### src/rtl/dual_byte_tx_framer.sv
module dual_byte_tx_framer (
  input  logic        clk,
  input  logic        rst_n,
  input  logic [15:0] tx_word,
  input  logic        tx_en,
  input  logic        tx_err,
  input  logic        loop_en,
  output logic        word_req,
  output logic        ser_out,
  output logic        ser_oe
);
  localparam int SYM_W = 10;
  localparam int GRP_W = 2 * SYM_W;
  localparam int CNT_W = $clog2(GRP_W);
  localparam logic [CNT_W-1:0] LAST = CNT_W'(GRP_W - 1);

  localparam logic [7:0] K28_5 = 8'hBC;
  localparam logic [7:0] K23_7 = 8'hF7;
  localparam logic [7:0] K30_7 = 8'hFE;
  localparam logic [7:0] D16_2 = 8'h50;
  localparam logic [7:0] D5_6  = 8'hC5;

  function automatic logic [5:0] six_neg(input logic [4:0] x);
    case (x)
      5'd0:  return 6'b100111;
      5'd1:  return 6'b011101;
      5'd2:  return 6'b101101;
      5'd3:  return 6'b110001;
      5'd4:  return 6'b110101;
      5'd5:  return 6'b101001;
      5'd6:  return 6'b011001;
      5'd7:  return 6'b111000;
      5'd8:  return 6'b111001;
      5'd9:  return 6'b100101;
      5'd10: return 6'b010101;
      5'd11: return 6'b110100;
      5'd12: return 6'b001101;
      5'd13: return 6'b101100;
      5'd14: return 6'b011100;
      5'd15: return 6'b010111;
      5'd16: return 6'b011011;
      5'd17: return 6'b100011;
      5'd18: return 6'b010011;
      5'd19: return 6'b110010;
      5'd20: return 6'b001011;
      5'd21: return 6'b101010;
      5'd22: return 6'b011010;
      5'd23: return 6'b111010;
      5'd24: return 6'b110011;
      5'd25: return 6'b100110;
      5'd26: return 6'b010110;
      5'd27: return 6'b110110;
      5'd28: return 6'b001110;
      5'd29: return 6'b101110;
      5'd30: return 6'b011110;
      default: return 6'b101011;
    endcase
  endfunction

  function automatic logic [3:0] four_neg(input logic [2:0] y, input logic k, input logic alt);
    if (k) begin
      case (y)
        3'd0: return 4'b1011;
        3'd1: return 4'b0110;
        3'd2: return 4'b1010;
        3'd3: return 4'b1100;
        3'd4: return 4'b1101;
        3'd5: return 4'b0101;
        3'd6: return 4'b1001;
        default: return 4'b0111;
      endcase
    end
    case (y)
      3'd0: return 4'b1011;
      3'd1: return 4'b1001;
      3'd2: return 4'b0101;
      3'd3: return 4'b1100;
      3'd4: return 4'b1101;
      3'd5: return 4'b1010;
      3'd6: return 4'b0110;
      default: return alt ? 4'b0111 : 4'b1110;
    endcase
  endfunction

  // returns {disparity negative after symbol, symbol with bit 0 sent first}
  function automatic logic [SYM_W:0] encode(input logic [7:0] d, input logic k, input logic rdn);
    logic [4:0] x;
    logic [2:0] y;
    logic [5:0] s6;
    logic [3:0] s4;
    logic rd1, rd2, alt;
    logic [SYM_W-1:0] sym;
    x = d[4:0];
    y = d[7:5];
    s6 = (k && x == 5'd28) ? 6'b001111 : six_neg(x);
    if (!rdn && ($countones(s6) != 3 || x == 5'd7)) s6 = ~s6;
    rd1 = ($countones(s6) == 3) ? rdn : !rdn;
    alt = (rd1 && (x == 5'd17 || x == 5'd18 || x == 5'd20)) ||
          (!rd1 && (x == 5'd11 || x == 5'd13 || x == 5'd14));
    s4 = four_neg(y, k, alt);
    if (!rd1 && (k || $countones(s4) != 2 || y == 3'd3)) s4 = ~s4;
    rd2 = ($countones(s4) == 2) ? rd1 : !rd1;
    for (int i = 0; i < 6; i++) sym[i] = s6[5-i];
    for (int i = 0; i < 4; i++) sym[6+i] = s4[3-i];
    return {rd2, sym};
  endfunction

  logic [CNT_W-1:0] phase;
  logic [15:0]      word_q;
  logic             en_q, err_q, rd_neg, oe_q;
  logic [GRP_W-1:0] shreg;
  logic [7:0]       lo_byte, hi_byte;
  logic             lo_k, hi_k;
  logic [SYM_W:0]   lo_out, hi_out;
  logic [SYM_W-1:0] lo_sym, hi_sym;
  logic             lo_rd_neg;

  assign lo_k    = !en_q || err_q;
  assign hi_k    = err_q;
  assign lo_byte = !lo_k ? word_q[7:0] : (!err_q ? K28_5 : (en_q ? K30_7 : K23_7));
  assign lo_out  = encode(lo_byte, lo_k, rd_neg);
  assign lo_sym  = lo_out[SYM_W-1:0];
  assign lo_rd_neg = lo_out[SYM_W];
  assign hi_byte = err_q ? lo_byte : (en_q ? word_q[15:8] : (lo_rd_neg ? D5_6 : D16_2));
  assign hi_out  = encode(hi_byte, hi_k, lo_rd_neg);
  assign hi_sym  = hi_out[SYM_W-1:0];

  always_ff @(posedge clk) begin
    if (!rst_n) begin
      phase  <= LAST;
      word_q <= '0;
      en_q   <= 1'b0;
      err_q  <= 1'b0;
      rd_neg <= 1'b1;
      shreg  <= '0;
      oe_q   <= 1'b0;
    end else begin
      oe_q <= !loop_en;
      if (word_req) begin
        phase  <= '0;
        word_q <= tx_word;
        en_q   <= tx_en;
        err_q  <= tx_err;
        rd_neg <= hi_out[SYM_W];
        shreg  <= {hi_sym, lo_sym};
      end else begin
        phase <= phase + 1'b1;
        shreg <= {1'b0, shreg[GRP_W-1:1]};
      end
    end
  end

  assign word_req = (phase == LAST);
  assign ser_oe   = oe_q;
  assign ser_out  = oe_q & shreg[0];
endmodule


### config.mk
export PLATFORM = sky130hd
export DESIGN_NAME = dual_byte_tx_framer
export DESIGN_NICKNAME = d
export VERILOG_FILES = /design/src/rtl/dual_byte_tx_framer.sv
export SDC_FILE = /design/constraint.sdc
export NUM_CORES = 1
export LEC_CHECK = 0
export ABC_CLOCK_PERIOD_IN_PS = 39700
export BUFFER_PORTS_ARGS = -buffer_cell sky130_fd_sc_hd__buf_4
export CAP_MARGIN = 10
export CORE_ASPECT_RATIO = 1.4
export CORE_MARGIN = 5
export CORE_UTILIZATION = 60
export CTS_CLUSTER_SIZE = 10
export DETAILED_ROUTE_END_ITERATION = 10
export GPL_TIMING_DRIVEN = 0
export PLACE_DENSITY = 0.79
export SLEW_MARGIN = 20
export SYNTH_ARGS = -nofsm -noshare
export SYNTH_HDL_FRONTEND = slang
export SYNTH_SLANG_ARGS = --single-unit
export TNS_END_PERCENT = 1
### constraint.sdc
create_clock -name clk -period 39.7 [get_ports clk]
set_clock_uncertainty 0.2 [all_clocks]
set_input_delay 1.985 -clock clk [delete_from_list [all_inputs] [get_ports clk]]
set_output_delay 1.985 -clock clk [all_outputs]
set_load 0.01 [all_outputs]
==> impl_metrics.env, run 1 <==
export IMPL_outcome="finished, final reports clean"
export IMPL_syn_inst=543
export IMPL_min_path_type="flip-flop to flip-flop"
export IMPL_cts_sinks=45
export IMPL_dr_pass1_iters=5
export IMPL_hold_viol=0
export IMPL_finalWeightedCongestion=0.914
export IMPL_die_w_um=80.8
export IMPL_cp_num_buf_inv=14
export IMPL_drc=0
export IMPL_hold_depth=2
export IMPL_yosys_warnings=0
export IMPL_cpLargestDelayFamily="adder cells"
export IMPL_place_hpwl_um=8770
export IMPL_drive_above_1_share_pct=11.5
export IMPL_start_util_pct=61.0
export IMPL_netlist_area_um2=4210
export IMPL_grt_max_degree=17
export IMPL_reg2reg_to="rd_neg"
export IMPL_r2r_start="en_q"
export IMPL_final_common_cell="nand2_1"
export IMPL_ys_ff_latch=45
export IMPL_cp_max_fo=10
export IMPL_ys_seq_area_share_pct=21.4
export IMPL_clock_latency_ps=310
export IMPL_slew_headroom_pct=56.2
export IMPL_grt_pass1_wl_um=19200
export IMPL_synth_area_leader_cell="dfxtp_1"
export IMPL_root_buffer="clkbuf_8"
export IMPL_synth_ff_type="dfxtp_1"
export IMPL_period_needed_ps=21660
export IMPL_gr_total_overflow=0
export IMPL_grt_antenna_before_repair=0
export IMPL_setup_tns_ps=0
export IMPL_drt_met1_wl_um=4530
export IMPL_drt_iter0_drc=245
export IMPL_rsz0062_at_grt="false"
export IMPL_vias_per_cell=6.04
export IMPL_ant_nets=0
export IMPL_n_antenna_cell=0
export IMPL_syn_avg_cell_area_um2=7.74
export IMPL_start_kind="flip-flop"
export IMPL_holdCritStartpoint="shreg[5]"
export IMPL_critPathArrivalTime_ps=21640
export IMPL_coreArea_um2=6890
export IMPL_finalWirelength_um=11300
export IMPL_hold_buffers=0
export IMPL_crit_top_cell="ha_1"
export IMPL_worst_setup_path_type="flip-flop to flip-flop"
export IMPL_cts_buffers=5
export IMPL_synth_area_leaders="dfxtp_1 (21%), ha_1 (9.8%), nand2_1 (7.5%), fa_1 (5.7%), a21oi_1 (4.6%)"
export IMPL_synth_edf_count=0
export IMPL_cp_depth=87
export IMPL_multi_input_area_um2=3010
export IMPL_fin_nets=639
export IMPL_port_buffers=23
export IMPL_met2WireLength_um=5760
export IMPL_worstSetupEndpointType="flip-flop"
export IMPL_synth_nets=609
export IMPL_wl_met3_um=565
export IMPL_clockBufferDepth=2
export IMPL_ys_async_sr_fraction_pct=0
export IMPL_max_stage_delay_ps=560
export IMPL_cts_tree="yes"
export IMPL_reg2reg_setup_slack_ps=18040
export IMPL_rows=36
export IMPL_critPathSlowestCell="fa_1"
export IMPL_final_cell_mix="nand2_1 (84), dfxtp_1 (45), a21oi_1 (39)"
export IMPL_required_ps=39680
export IMPL_grt_total_usage_pct=27.9
export IMPL_final_seq_area_um2=901
export IMPL_yosysUniqueCellTypes=83
export IMPL_drv_slew=0
export IMPL_tightest_slew_ps=653
export IMPL_dieArea_um2=8810
export IMPL_endpoint="rd_neg"
export IMPL_synth_top_cell_area_share_pct=21.4
export IMPL_io_pin_count=24
export IMPL_setup_viol=0
export IMPL_area_delta_synth_final_pct=9.16
export IMPL_reg2reg_depth=87
export IMPL_htreeDepth=2
export IMPL_wl_per_cell_um=17.0
export IMPL_timing_fmax_mhz=46.2
export IMPL_min_period_over_period_pct=54.5
export IMPL_clk_pin_slew_ps=100
export IMPL_drv_cap=0
export IMPL_highest_layer="met4"
export IMPL_num_fill_cells=630
export IMPL_cts_resized=0
export IMPL_die_height_um=109
export IMPL_vias=4042
export IMPL_post_cts_buffers=0
export IMPL_startpoint="en_q"
export IMPL_grt_pass1_vias=4026
==> worst reg2reg max path: cells and delay by family (launching register included) <==
kind	cells	cell delay, ps
AOI/OAI and AO/OA	17	4690
xor gates and xnor gates	5	990
adders and majority gates	30	9600
buffers and inverters	14	2030
DFF	1	320
muxes	2	300
and+or+nand+nor	19	3420
==> stage by stage <==
| stage | instances | utilization, % | hold WS, ps | cell area [um2] | setup slack (ps) |
|---|---|---|---|---|---|
| 5_1_grt | 669 | 66.6 | 259 | 4590 | 16450 |
| 6_report | 669 | 66.6 | 248 | 4590 | 18040 |
| 2_1_floorplan | 543 | - | 217 | 4210 | 20440 |
| 3_5_place_dp | 661 | 65.3 | 235 | 4500 | 18180 |
| 3_3_place_gp | 661 | 65.3 | 224 | 4500 | 18600 |
| 4_1_cts | 669 | 66.6 | 249 | 4590 | 18150 |
==> cells in the mapped netlist, types with 10 or more instances <==
| master | count |
|---|---|
| xor2_1 | 15 |
| inv_1 | 30 |
| o21ai_0 | 28 |
| a21oi_1 | 39 |
| mux2i_1 | 10 |
| xnor2_1 | 10 |
| fa_1 | 12 |
| clkbuf_1 | 27 |
| nand3_1 | 14 |
| ha_1 | 33 |
| nor3_1 | 12 |
| dfxtp_1 | 45 |
| nand2_1 | 84 |
| nor2_1 | 29 |
==> worst min-delay path by stage <==
stage	to
3_3_place_gp	shreg[4]
3_5_place_dp	shreg[5]
2_1_floorplan	shreg[17]
6_report	shreg[4]
4_1_cts	shreg[4]
5_1_grt	shreg[4]
==> logic make-up (layout without fill, tap and decap cells) <==
family / count (synthesis) / after routing / share of synthesized area, %
simple gates: 196 / 196 / 23.3
fa+ha+maj: 46 / 46 / 15.8
mux: 10 / 10 / 2.38
xor+xnor: 26 / 26 / 5.59
buf+inv: 70 / 101 / 6.90
compound gates: 150 / 150 / 24.7
flops: 45 / 45 / 21.4
==> state kept, by name, summed over array words and instances (netlist names) <==
register / flops
shreg: 20
word_q: 16
phase: 5
en_q: 1
err_q: 1
rd_neg: 1
ser_oe: 1
==> layer usage <==
| layer | GRT usage (%) | up-vias |
|---|---|---|
| met5 | 0 | - |
| met4 | 13.9 | 0 |
| met3 | 2.98 | 36 |
| met2 | 50.4 | 141 |
| met1 | 32.2 | 1897 |
| li1 | - | 1968 |
==> final cells by class <==
| type | instances | share of cell area (%) |
|---|---|---|
| Sequential cell | 45 | 19.6 |
| Buffer | 39 | 3.79 |
| Clock inverter | 3 | 0.545 |
| Clock buffer | 5 | 1.50 |
| Timing Repair Buffer | 23 | 3.76 |
| Multi-Input combinational cell | 428 | 65.7 |
| Inverter | 31 | 2.53 |
| Tap cell | 95 | 2.59 |
Power of run 1 is not shown: default switching activity piles up to over one toggle a cycle in this logic, so the estimate is an artifact.
==> inputs of run 2 (changes only) <==
Settings changed: ABC_CLOCK_PERIOD_IN_PS 39700 to 22200.
Clock period 39.7 ns to 22.2 ns, I/O delays scaled along.
==> run 2 against run 1 <==
Compared with the run above: critical path depth is 1 lower; core utilization rose by 0.31 points; critical path type unchanged; first-iteration DRC count up 20%.
==> impl_metrics.env, run 2 (synthesis results as in run 1) <==
export IMPL_cp_max_fo=10
export IMPL_die_height_um=109
export IMPL_required_ps=22180
export IMPL_crit_top_cell="ha_1"
export IMPL_finalWeightedCongestion=0.914
export IMPL_clockBufferDepth=2
export IMPL_coreArea_um2=6890
export IMPL_wl_per_cell_um=17.1
export IMPL_vias=4068
export IMPL_io_pin_count=24
export IMPL_min_path_type="flip-flop to flip-flop"
export IMPL_area_delta_synth_final_pct=9.67
export IMPL_root_buffer="clkbuf_8"
export IMPL_hold_viol=0
export IMPL_timing_fmax_mhz=48.1
export IMPL_gr_total_overflow=0
export IMPL_tightest_slew_ps=665
export IMPL_fin_nets=638
export IMPL_drive_above_1_share_pct=12.6
export IMPL_utilization_pct=66.9
export IMPL_slew_headroom_pct=55.4
export IMPL_port_buffers=23
export IMPL_vias_per_cell=6.09
export IMPL_max_stage_delay_ps=560
export IMPL_rows=36
export IMPL_drv_cap=0
export IMPL_dieArea_um2=8810
export IMPL_largest_register="shreg"
export IMPL_finalWirelength_um=11400
export IMPL_place_area_um2=4500
export IMPL_largest_reg_flops=20
export IMPL_grt_pass1_vias=4026
export IMPL_clock_latency_ps=310
export IMPL_min_period_over_period_pct=93.6
export IMPL_die_w_um=80.8
export IMPL_drc=0
export IMPL_cts_tree="yes"
export IMPL_critPathArrivalTime_ps=20760
export IMPL_outcome="finished, final reports clean"
export IMPL_grt_total_usage_pct=27.9
export IMPL_grt_pass1_wl_um=19200
export IMPL_n_antenna_cell=0
export IMPL_worstSetupEndpointType="flip-flop"
export IMPL_period_needed_ps=20780
export IMPL_rsz0062_at_grt="false"
export IMPL_setup_tns_ps=0
export IMPL_post_cts_buffers=0
export IMPL_place_hpwl_um=8770
export IMPL_drv_slew=0
export IMPL_cts_buffers=5
export IMPL_final_cell_mix="nand2_1 (84), dfxtp_1 (45), a21oi_1 (39)"
export IMPL_dr_pass1_iters=5
export IMPL_worst_setup_path_type="flip-flop to flip-flop"
export IMPL_final_common_cell="nand2_1"
export IMPL_whs_ps=247
export IMPL_drt_iter0_drc=294
export IMPL_ant_nets=0
export IMPL_start_util_pct=61.0
export IMPL_clk_pin_slew_ps=100
export IMPL_critPathSlowestCell="fa_1"
export IMPL_grt_max_degree=17
export IMPL_htreeDepth=2
export IMPL_fin_area_um2=4610
export IMPL_grt_antenna_before_repair=0
export IMPL_reg_top3="shreg (20), word_q (16), phase (5)"
export IMPL_setup_viol=0
export IMPL_start_kind="flip-flop"
export IMPL_cts_sinks=45
[run 2: changes by cell type in the layout (fill, tap and decap cells not counted), sizes merged]
cell / change
buf: -1
[run 2: routing by layer]
layer  vias up  track usage (%)  part of all wire [%]
met1      1937             32.2                    40
met5         -                0                     0
met2       136             50.4                    51
met3        32             2.98                   4.6
met4         0             13.9                   3.7
li1       1963                -                     -
[run 2: metrics by stage]
step | setup WS [ps] | instances
detailed placement | 678 | 661
floorplan | 2940 | 543
global placement | 1100 | 661
finish | 1420 | 668
CTS | 650 | 669
global route | 35.1 | 668
[run 2: timing repair]
| action | 4_1_cts | 5_1_grt |
|---|---|---|
| hold buffers | 0 | 0 |
| setup endpoints to repair | 0 | 2 |
| resized for setup | 0 | 10 |
[run 2: path summary, 6_finish.rpt]
kind            start       end  slack (ps)  cells after the start
max              en_q    rd_neg        1420                     86
min reg2reg  shreg[5]  shreg[4]         250                      2
max reg2reg      en_q    rd_neg        1420                     86
min          shreg[5]  shreg[4]         250                      2
[run 2: layout make-up]
cell class | instances | area (um2)
clock buffer | 5 | 68.8
timing repair buffer | 23 | 173
sequential | 45 | 901
inverter | 31 | 116
fill | 625 | 2280
buffer | 38 | 174
clock inverter | 3 | 25.0
multi-input combinational | 428 | 3040
tap | 95 | 119
[run 2: critical path, delay by kind of cell, from the launching register on]
family | cells | cell delay [ps]
AO/OA/AOI/OAI | 17 | 4020
XOR/XNOR | 5 | 990
adder cells (fa/ha/maj) | 30 | 9880
buffers and inverters | 12 | 1350
flip-flops | 1 | 320
multiplexers | 2 | 310
AND/OR/NAND/NOR | 20 | 3580
Power of run 2 is left out for the same reason.
